<file path="src/rtl/tfr_pkg.sv">
// Package: shared types and constants for the tag failure response block.
// Assumes a two-bit mode field and a six-bit fault status code.
package tfr_pkg;

    typedef enum logic [1:0] {
        TFR_OFF   = 2'd0,
        TFR_SYNC  = 2'd1,
        TFR_ASYNC = 2'd2,
        TFR_ASYM  = 2'd3
    } tfr_mode_e;

    localparam logic [5:0] TFR_FSC = 6'h11;

    typedef struct packed {
        logic take_sync;
        logic set_async;
    } tfr_action_t;

endpackage

</file>
<file path="src/rtl/tfr_mode_sel.sv">
// Module: tfr_mode_sel
// Picks the check-fault mode out of the control word. The position depends on
// whether the failing access used an EL0 regime. Assumes both fields are
// two bits wide and lie inside the word.
module tfr_mode_sel
    import tfr_pkg::*;
#(
    parameter int CTRL_W  = 64,
    parameter int EL0_LSB = 38,
    parameter int ELX_LSB = 40
) (
    input  logic [CTRL_W-1:0] ctrl_word,
    input  logic              el0_regime,
    output tfr_mode_e         mode
);

    logic ctrl_unused;
    assign ctrl_unused = ^ctrl_word;

    // Field select: the EL0 field for unprivileged regimes, the other field otherwise.
    always_comb begin
        if (el0_regime) mode = tfr_mode_e'(ctrl_word[EL0_LSB +: 2]);
        else            mode = tfr_mode_e'(ctrl_word[ELX_LSB +: 2]);
    end

endmodule

</file>
<file path="src/rtl/tfr_resp_dec.sv">
// Module: tfr_resp_dec
// Turns a failure strobe, the mode and the access kind into an action: a
// synchronous request, an asynchronous flag set, or nothing. It also works
// out which flag level and which flag bit an asynchronous response targets.
// Purely combinational.
module tfr_resp_dec
    import tfr_pkg::*;
#(
    parameter int NUM_LVL = 4,
    localparam int LVL_W  = $clog2(NUM_LVL)
) (
    input  logic             fail_vld,
    input  tfr_mode_e        mode,
    input  logic             is_write,
    input  logic             el0_regime,
    input  logic             two_rng,
    input  logic             sel_addr_bit,
    input  logic [LVL_W-1:0] cur_el,
    output tfr_action_t      action,
    output logic [LVL_W-1:0] flag_lvl,
    output logic             flag_bit
);

    // Mode decision: mode 3 splits on direction, mode 0 does nothing.
    always_comb begin
        action = '0;
        if (fail_vld) begin
            unique case (mode)
                TFR_SYNC:  action.take_sync = 1'b1;
                TFR_ASYNC: action.set_async = 1'b1;
                TFR_ASYM: begin
                    action.set_async = is_write;
                    action.take_sync = !is_write;
                end
                default:   action = '0;
            endcase
        end
    end

    // Flag target: level 0 for EL0 regimes; the bit follows the range select when there are two ranges.
    always_comb begin
        flag_lvl = el0_regime ? '0 : cur_el;
        flag_bit = two_rng ? sel_addr_bit : 1'b0;
    end

endmodule

</file>
<file path="src/rtl/tfr_sync_out.sv">
// Module: tfr_sync_out
// Registers the synchronous abort request. The request is high for one
// cycle per triggering failure, and the address and syndrome are captured
// along with it. Assumes the request is consumed in that cycle.
module tfr_sync_out
    import tfr_pkg::*;
#(
    parameter int ADDR_W = 64,
    localparam int SYN_W = 7
) (
    input  logic              clk,
    input  logic              rst_n,
    input  logic              take_sync,
    input  logic [ADDR_W-1:0] addr,
    input  logic              is_write,
    output logic              exc_req,
    output logic [ADDR_W-1:0] exc_addr,
    output logic [SYN_W-1:0]  exc_syndrome
);

    // Request pulse: follows the decision by one cycle and drops when no new failure arrives.
    always_ff @(posedge clk) begin
        if (!rst_n) exc_req <= 1'b0;
        else        exc_req <= take_sync;
    end

    // Report capture: address and syndrome load only on a synchronous response.
    always_ff @(posedge clk) begin
        if (!rst_n) begin
            exc_addr     <= '0;
            exc_syndrome <= '0;
        end else if (take_sync) begin
            exc_addr     <= addr;
            exc_syndrome <= {is_write, TFR_FSC};
        end
    end

    p_syn_code_r10: assert property (@(posedge clk) disable iff (!rst_n)
        exc_req |-> exc_syndrome[5:0] == TFR_FSC);

    p_syn_dir_r10: assert property (@(posedge clk) disable iff (!rst_n)
        take_sync |=> exc_syndrome[6] == $past(is_write));

endmodule

</file>
<file path="src/rtl/tfr_status_bank.sv">
// Module: tfr_status_bank
// Holds the sticky asynchronous fault flags, one group per exception level.
// A set ORs one bit into the chosen level. A clear wipes one level. When both
// hit the same level in the same cycle, the set bit survives.
module tfr_status_bank #(
    parameter int NUM_LVL = 4,
    parameter int RANGES  = 2,
    localparam int LVL_W  = $clog2(NUM_LVL),
    localparam int BIT_W  = $clog2(RANGES),
    localparam int FLAG_W = NUM_LVL * RANGES
) (
    input  logic              clk,
    input  logic              rst_n,
    input  logic              set_vld,
    input  logic [LVL_W-1:0]  set_lvl,
    input  logic [BIT_W-1:0]  set_bit,
    input  logic              clr_vld,
    input  logic [LVL_W-1:0]  clr_lvl,
    output logic [FLAG_W-1:0] flags
);

    logic [RANGES-1:0] set_mask;

    // Set pattern: one-hot bit inside a level group.
    always_comb begin
        set_mask = '0;
        set_mask[set_bit] = 1'b1;
    end

    for (genvar g = 0; g < NUM_LVL; g++) begin : g_lvl
        logic              hit_set;
        logic              hit_clr;
        logic [RANGES-1:0] q;

        assign hit_set = set_vld && (set_lvl == LVL_W'(g));
        assign hit_clr = clr_vld && (clr_lvl == LVL_W'(g));

        // Level register: clear first, then OR in the new set so the set wins.
        always_ff @(posedge clk) begin
            if (!rst_n) begin
                q <= '0;
            end else if (hit_set || hit_clr) begin
                q <= (hit_clr ? '0 : q) | (hit_set ? set_mask : '0);
            end
        end

        assign flags[g*RANGES +: RANGES] = q;
    end

    p_sticky_r8: assert property (@(posedge clk) disable iff (!rst_n)
        !clr_vld |=> (flags & $past(flags)) == $past(flags));

    p_set_lands_r7: assert property (@(posedge clk) disable iff (!rst_n)
        set_vld |=> flags[$past(set_lvl) * RANGES + int'($past(set_bit))]);

endmodule

</file>
<file path="src/rtl/tag_fail_resp.sv">
// Module: tag_fail_resp
// Top of the tag check failure response controller. A mode select, an
// action decoder, a synchronous report register and a sticky flag bank are
// chained in that order. Assumes fail_vld is a single-cycle strobe per failure.
module tag_fail_resp
    import tfr_pkg::*;
#(
    parameter int ADDR_W    = 64,
    parameter int CTRL_W    = 64,
    parameter int NUM_LVL   = 4,
    parameter int RANGE_BIT = 55,
    parameter int EL0_LSB   = 38,
    parameter int ELX_LSB   = 40,
    localparam int LVL_W    = $clog2(NUM_LVL),
    localparam int RANGES   = 2,
    localparam int FLAG_W   = NUM_LVL * RANGES,
    localparam int SYN_W    = 7
) (
    input  logic              clk,
    input  logic              rst_n,
    input  logic              fail_vld,
    input  logic [ADDR_W-1:0] fail_addr,
    input  logic              fail_write,
    input  logic              fail_el0,
    input  logic              fail_two_rng,
    input  logic [CTRL_W-1:0] ctrl_word,
    input  logic [LVL_W-1:0]  cur_el,
    input  logic              clr_vld,
    input  logic [LVL_W-1:0]  clr_el,
    output logic              exc_req,
    output logic [ADDR_W-1:0] exc_addr,
    output logic [SYN_W-1:0]  exc_syndrome,
    output logic [FLAG_W-1:0] async_flags
);

    tfr_mode_e        mode;
    tfr_action_t      action;
    logic [LVL_W-1:0] flag_lvl;
    logic             flag_bit;

    tfr_mode_sel #(
        .CTRL_W  (CTRL_W),
        .EL0_LSB (EL0_LSB),
        .ELX_LSB (ELX_LSB)
    ) u_mode_sel (
        .ctrl_word  (ctrl_word),
        .el0_regime (fail_el0),
        .mode       (mode)
    );

    tfr_resp_dec #(
        .NUM_LVL (NUM_LVL)
    ) u_resp_dec (
        .fail_vld     (fail_vld),
        .mode         (mode),
        .is_write     (fail_write),
        .el0_regime   (fail_el0),
        .two_rng      (fail_two_rng),
        .sel_addr_bit (fail_addr[RANGE_BIT]),
        .cur_el       (cur_el),
        .action       (action),
        .flag_lvl     (flag_lvl),
        .flag_bit     (flag_bit)
    );

    tfr_sync_out #(
        .ADDR_W (ADDR_W)
    ) u_sync_out (
        .clk          (clk),
        .rst_n        (rst_n),
        .take_sync    (action.take_sync),
        .addr         (fail_addr),
        .is_write     (fail_write),
        .exc_req      (exc_req),
        .exc_addr     (exc_addr),
        .exc_syndrome (exc_syndrome)
    );

    tfr_status_bank #(
        .NUM_LVL (NUM_LVL),
        .RANGES  (RANGES)
    ) u_status_bank (
        .clk     (clk),
        .rst_n   (rst_n),
        .set_vld (action.set_async),
        .set_lvl (flag_lvl),
        .set_bit (flag_bit),
        .clr_vld (clr_vld),
        .clr_lvl (clr_el),
        .flags   (async_flags)
    );

    p_req_cause_r3: assert property (@(posedge clk) disable iff (!rst_n)
        exc_req |-> $past(fail_vld) && $past(mode) != TFR_OFF && $past(mode) != TFR_ASYNC);

    p_addr_capture_r3: assert property (@(posedge clk) disable iff (!rst_n)
        exc_req |-> exc_addr == $past(fail_addr));

    p_async_no_req_r4: assert property (@(posedge clk) disable iff (!rst_n)
        (fail_vld && mode == TFR_ASYNC) |=> !exc_req);

    p_off_quiet_r6: assert property (@(posedge clk) disable iff (!rst_n)
        (fail_vld && mode == TFR_OFF && !clr_vld) |=> !exc_req && async_flags == $past(async_flags));

    p_one_action_r5: assert property (@(posedge clk) disable iff (!rst_n)
        !(action.take_sync && action.set_async));

endmodule

</file>
<file path="config.mk">
export PLATFORM = sky130hd
export DESIGN_NAME = tag_fail_resp
export DESIGN_NICKNAME = d
export VERILOG_FILES = /design/src/rtl/tfr_pkg.sv /design/src/rtl/tfr_mode_sel.sv /design/src/rtl/tfr_resp_dec.sv /design/src/rtl/tfr_sync_out.sv /design/src/rtl/tfr_status_bank.sv /design/src/rtl/tag_fail_resp.sv
export SDC_FILE = /design/constraint.sdc
export NUM_CORES = 1
export LEC_CHECK = 0
export ABC_AREA = 1
export BUFFER_PORTS_ARGS = -buffer_cell sky130_fd_sc_hd__buf_2
export CELL_PAD_IN_SITES_DETAIL_PLACEMENT = 0
export CELL_PAD_IN_SITES_GLOBAL_PLACEMENT = 1
export CORE_MARGIN = 2
export CORE_UTILIZATION = 32
export DETAILED_ROUTE_END_ITERATION = 6
export PLACE_DENSITY_LB_ADDON = 0.1
export SYNTH_ARGS = -nofsm -noshare
export SYNTH_HDL_FRONTEND = slang
export SYNTH_SLANG_ARGS = --single-unit
</file>
<file path="constraint.sdc">
create_clock -name clk -period 2.95 [get_ports clk]
set_input_delay 0.885 -clock clk [delete_from_list [all_inputs] [get_ports clk]]
set_output_delay 0.885 -clock clk [all_outputs]
set_load 0.01 [all_outputs]
</file>
==> run metrics <==
run status=completed; final hold slack=0.460 ns; antenna cell count=0; Initial Utilization=0.328; Port-buffer cells=154; clock net sink count=75; nature of the critical path endpoint=flop; layout net count=647; slew at the pin with the worst max-slew slack=0.631 ns; element type at the critical path start=input pin; Longest Clk Path Bufs=2; post-synthesis sequential area ratio=0.446; synthesis-stage register bit count=75; setup_tns=0 ns; time the worst path needs with I/O delays and setup=1.88 ns; post-cts resize count=0; Power per Cell Area=547 nW/um^2; library cells used by synthesis=23; layout cell share with drive strength beyond 1=0.535; series of cell instances along the critical path=buf_2 -> inv_2 -> nand2_1 -> nand3_4 -> buf_4 -> nand3_1 -> a21oi_1; RSZ-0062 raised after global routing=no; share of the clock period used by the worst path=0.636; share of cell area taken by muxes after synthesis=0; number of hold violations in the final report=0; Setup Crit Path Kind=input pin to flop; Total Power=0.00237 W; Setup Viol. Count Final=0; post-synthesis instance area=3370 um^2; area fraction in compound gates after synthesis=0.153; Arr. time, crit path=2.14 ns; delay of the slowest critical-path stage=0.52 ns; post-DR vias/cell=about 4.5; root buffer cell=clkbuf_8; fmax=533 MHz; required time worst endpoint=3.21 ns; number of buffers inserted to repair setup after CTS=0; Simple-Gate Fraction of Synth Area=0.300; layout overhead on the synthesized area=28.6%; ranking of synthesized cells by instance count=nand2_1 (80), dfxtp_1 (75), nand3_2 (51), a21oi_1 (37), a21oi_2 (36); remaining design rule violation count=0; max-slew violation count=0; Max H-tree Level=3; Slew Limit Headroom=0.579; average instance area after synthesis=9.23 um^2; first-pass GRT wire length=roughly 14000 um; adder and majority gate portion of the synthesized area=0; Synth Area in XOR/XNOR=0; vias=2934; worst setup slack for register-to-register paths=2.35 ns; HPWL after detailed placement=6070 um; Worst Hold Class=flop to flop; synth top area cells=dfxtp_1 (45%), nand3_2 (15%), a21oi_2 (9.4%), nand2_1 (8.9%), a21oi_1 (5.5%); share of Yosys cell area claimed by the top area cell type=0.446; routability congestion estimate from global placement=0.690; Detailed Route WL=roughly 9000 um; Placed Area=a little over 4000 um^2; CTS Buf Count=9; Synthesis Warnings=0; number of antenna violations at the first check in global routing=0; maximum vdd ir drop=between 0.0002 and 0.00025 V; latest clock arrival within the worst-skew pair=0.33 ns; iteration-0 DRC count of the detailed router=83; Crit Path Max Fanout=42; number of routed nets with antenna violations=0; Die Y=107 um; largest family of logic cells by synthesized area=simple AND/OR/NAND/NOR gates; Placement Rows=37; top-level I/O count=~220; finished layout cell area=4330 um^2; total global routing overflow=0; DRT Pass-1 Iters=4; maximum number of pins on one net before global-route repair=43; total track usage=0.155; Static Leak=1.86 nW; hold-fix buffer count after cts=0; TritonCTS clock tree=done; proportion of register bits with asynchronous set or reset after synthesis=0; cell accounting for the most synthesized area=dfxtp_1; via count of the first global-routing pass=2854; slowest stage cell on the critical path=buf_4; core region area=10300 um^2; count of flip-flops with a built-in enable after synthesis=0; overall die width=107 um; number of max-capacitance violations reported=0; WL/cell=between 10 and 15 um; area of the die=around 11000 um^2; library cell with the highest instance count after synthesis=nand2_1; Setup Skew=0 ns; post-synthesis cell count=between 300 and 400; Worst-path clk slew=0.08 ns; dominant synthesized flop cell=dfxtp_1; core utilization of the finished layout=0.422
[worst max-delay path: cells and delay by family]
| family | cells | cell delay [ns] |
|---|---|---|
| compound gates | 1 | 0.16 |
| simple gates | 3 | 0.35 |
| buf+inv | 3 | 0.72 |
[state kept, by name, summed over array words and instances (netlist names)]
| register | cells |
|---|---|
| u_status_bank.g_lvl.q | 8 |
| u_sync_out.exc_addr | 64 |
| u_sync_out.exc_req | 1 |
| u_sync_out.exc_syndrome | 2 |
[cells by family after synthesis]
| group | after synthesis |
|---|---|
| flops | 75 |
| other cells | 1 |
| buf+inv | 45 |
| compound gates | 76 |
| simple gates | 168 |
[area by class of cell]
cell class / count / area, um^2
Clock buffer: 10 / 128
Clock inverter: 5 / 103
Fill cell: 1095 / 5940
Inverter: 11 / 43.8
Multi-Input combinational cell: 248 / 1550
Sequential cell: 75 / 1500
Tap cell: 136 / 170
Timing Repair Buffer: 163 / 838
[where the power goes]
part / internal, W / switching (W)
combinational: 0.000136 / 0.000220
sequential: 0.00106 / 0.0000225
clock: 0.000557 / 0.000376
total: 0.00175 / 0.000619
[placed cells by master, fill, tap and decap left out, types with 2 or more instances in the layout]
cell type / instances
clkbuf_8: 9
nor2_1: 5
nand3_1: 19
a21oi_1: 37
buf_4: 9
inv_1: 6
nand2_2: 3
nand2_1: 80
a21oi_2: 36
nand3_2: 50
inv_2: 3
buf_2: 154
conb_1: 4
dfxtp_1: 75
o21ai_0: 2
clkinv_2: 3
nand4_1: 8
bufinv_16: 3
[metal layers]
metal | global-route usage | vias to the layer above | wire length, um
met3 | 0.0432 | 9 | 609
li1 | - | 1501 | -
met5 | 0 | - | 0
met2 | 0.255 | 92 | 4040
met1 | 0.196 | 1332 | 4120
met4 | 0.0529 | 0 | 103
[worst paths after layout]
path | start | to | depth (start not counted)
max reg2reg | u_sync_out.exc_addr[39] | u_sync_out.exc_addr[39] | 2
min reg2reg | u_sync_out.exc_addr[31] | u_sync_out.exc_addr[31] | 2
min | u_sync_out.exc_addr[31] | u_sync_out.exc_addr[31] | 2
max | fail_el0 | u_sync_out.exc_addr[15] | 7
[stage by stage]
| stage | worst slack (ns) | std cells |
|---|---|---|
| 2_1_floorplan | 1.17 | 368 |
| 3_3_place_gp | 0.731 | 633 |
| 3_5_place_dp | 0.719 | 633 |
| 4_1_cts | 1.07 | 648 |
| 5_1_grt | 0.908 | 648 |
| 6_report | 1.07 | 648 |
No activity file was read; power rests on OpenSTA's default activity.
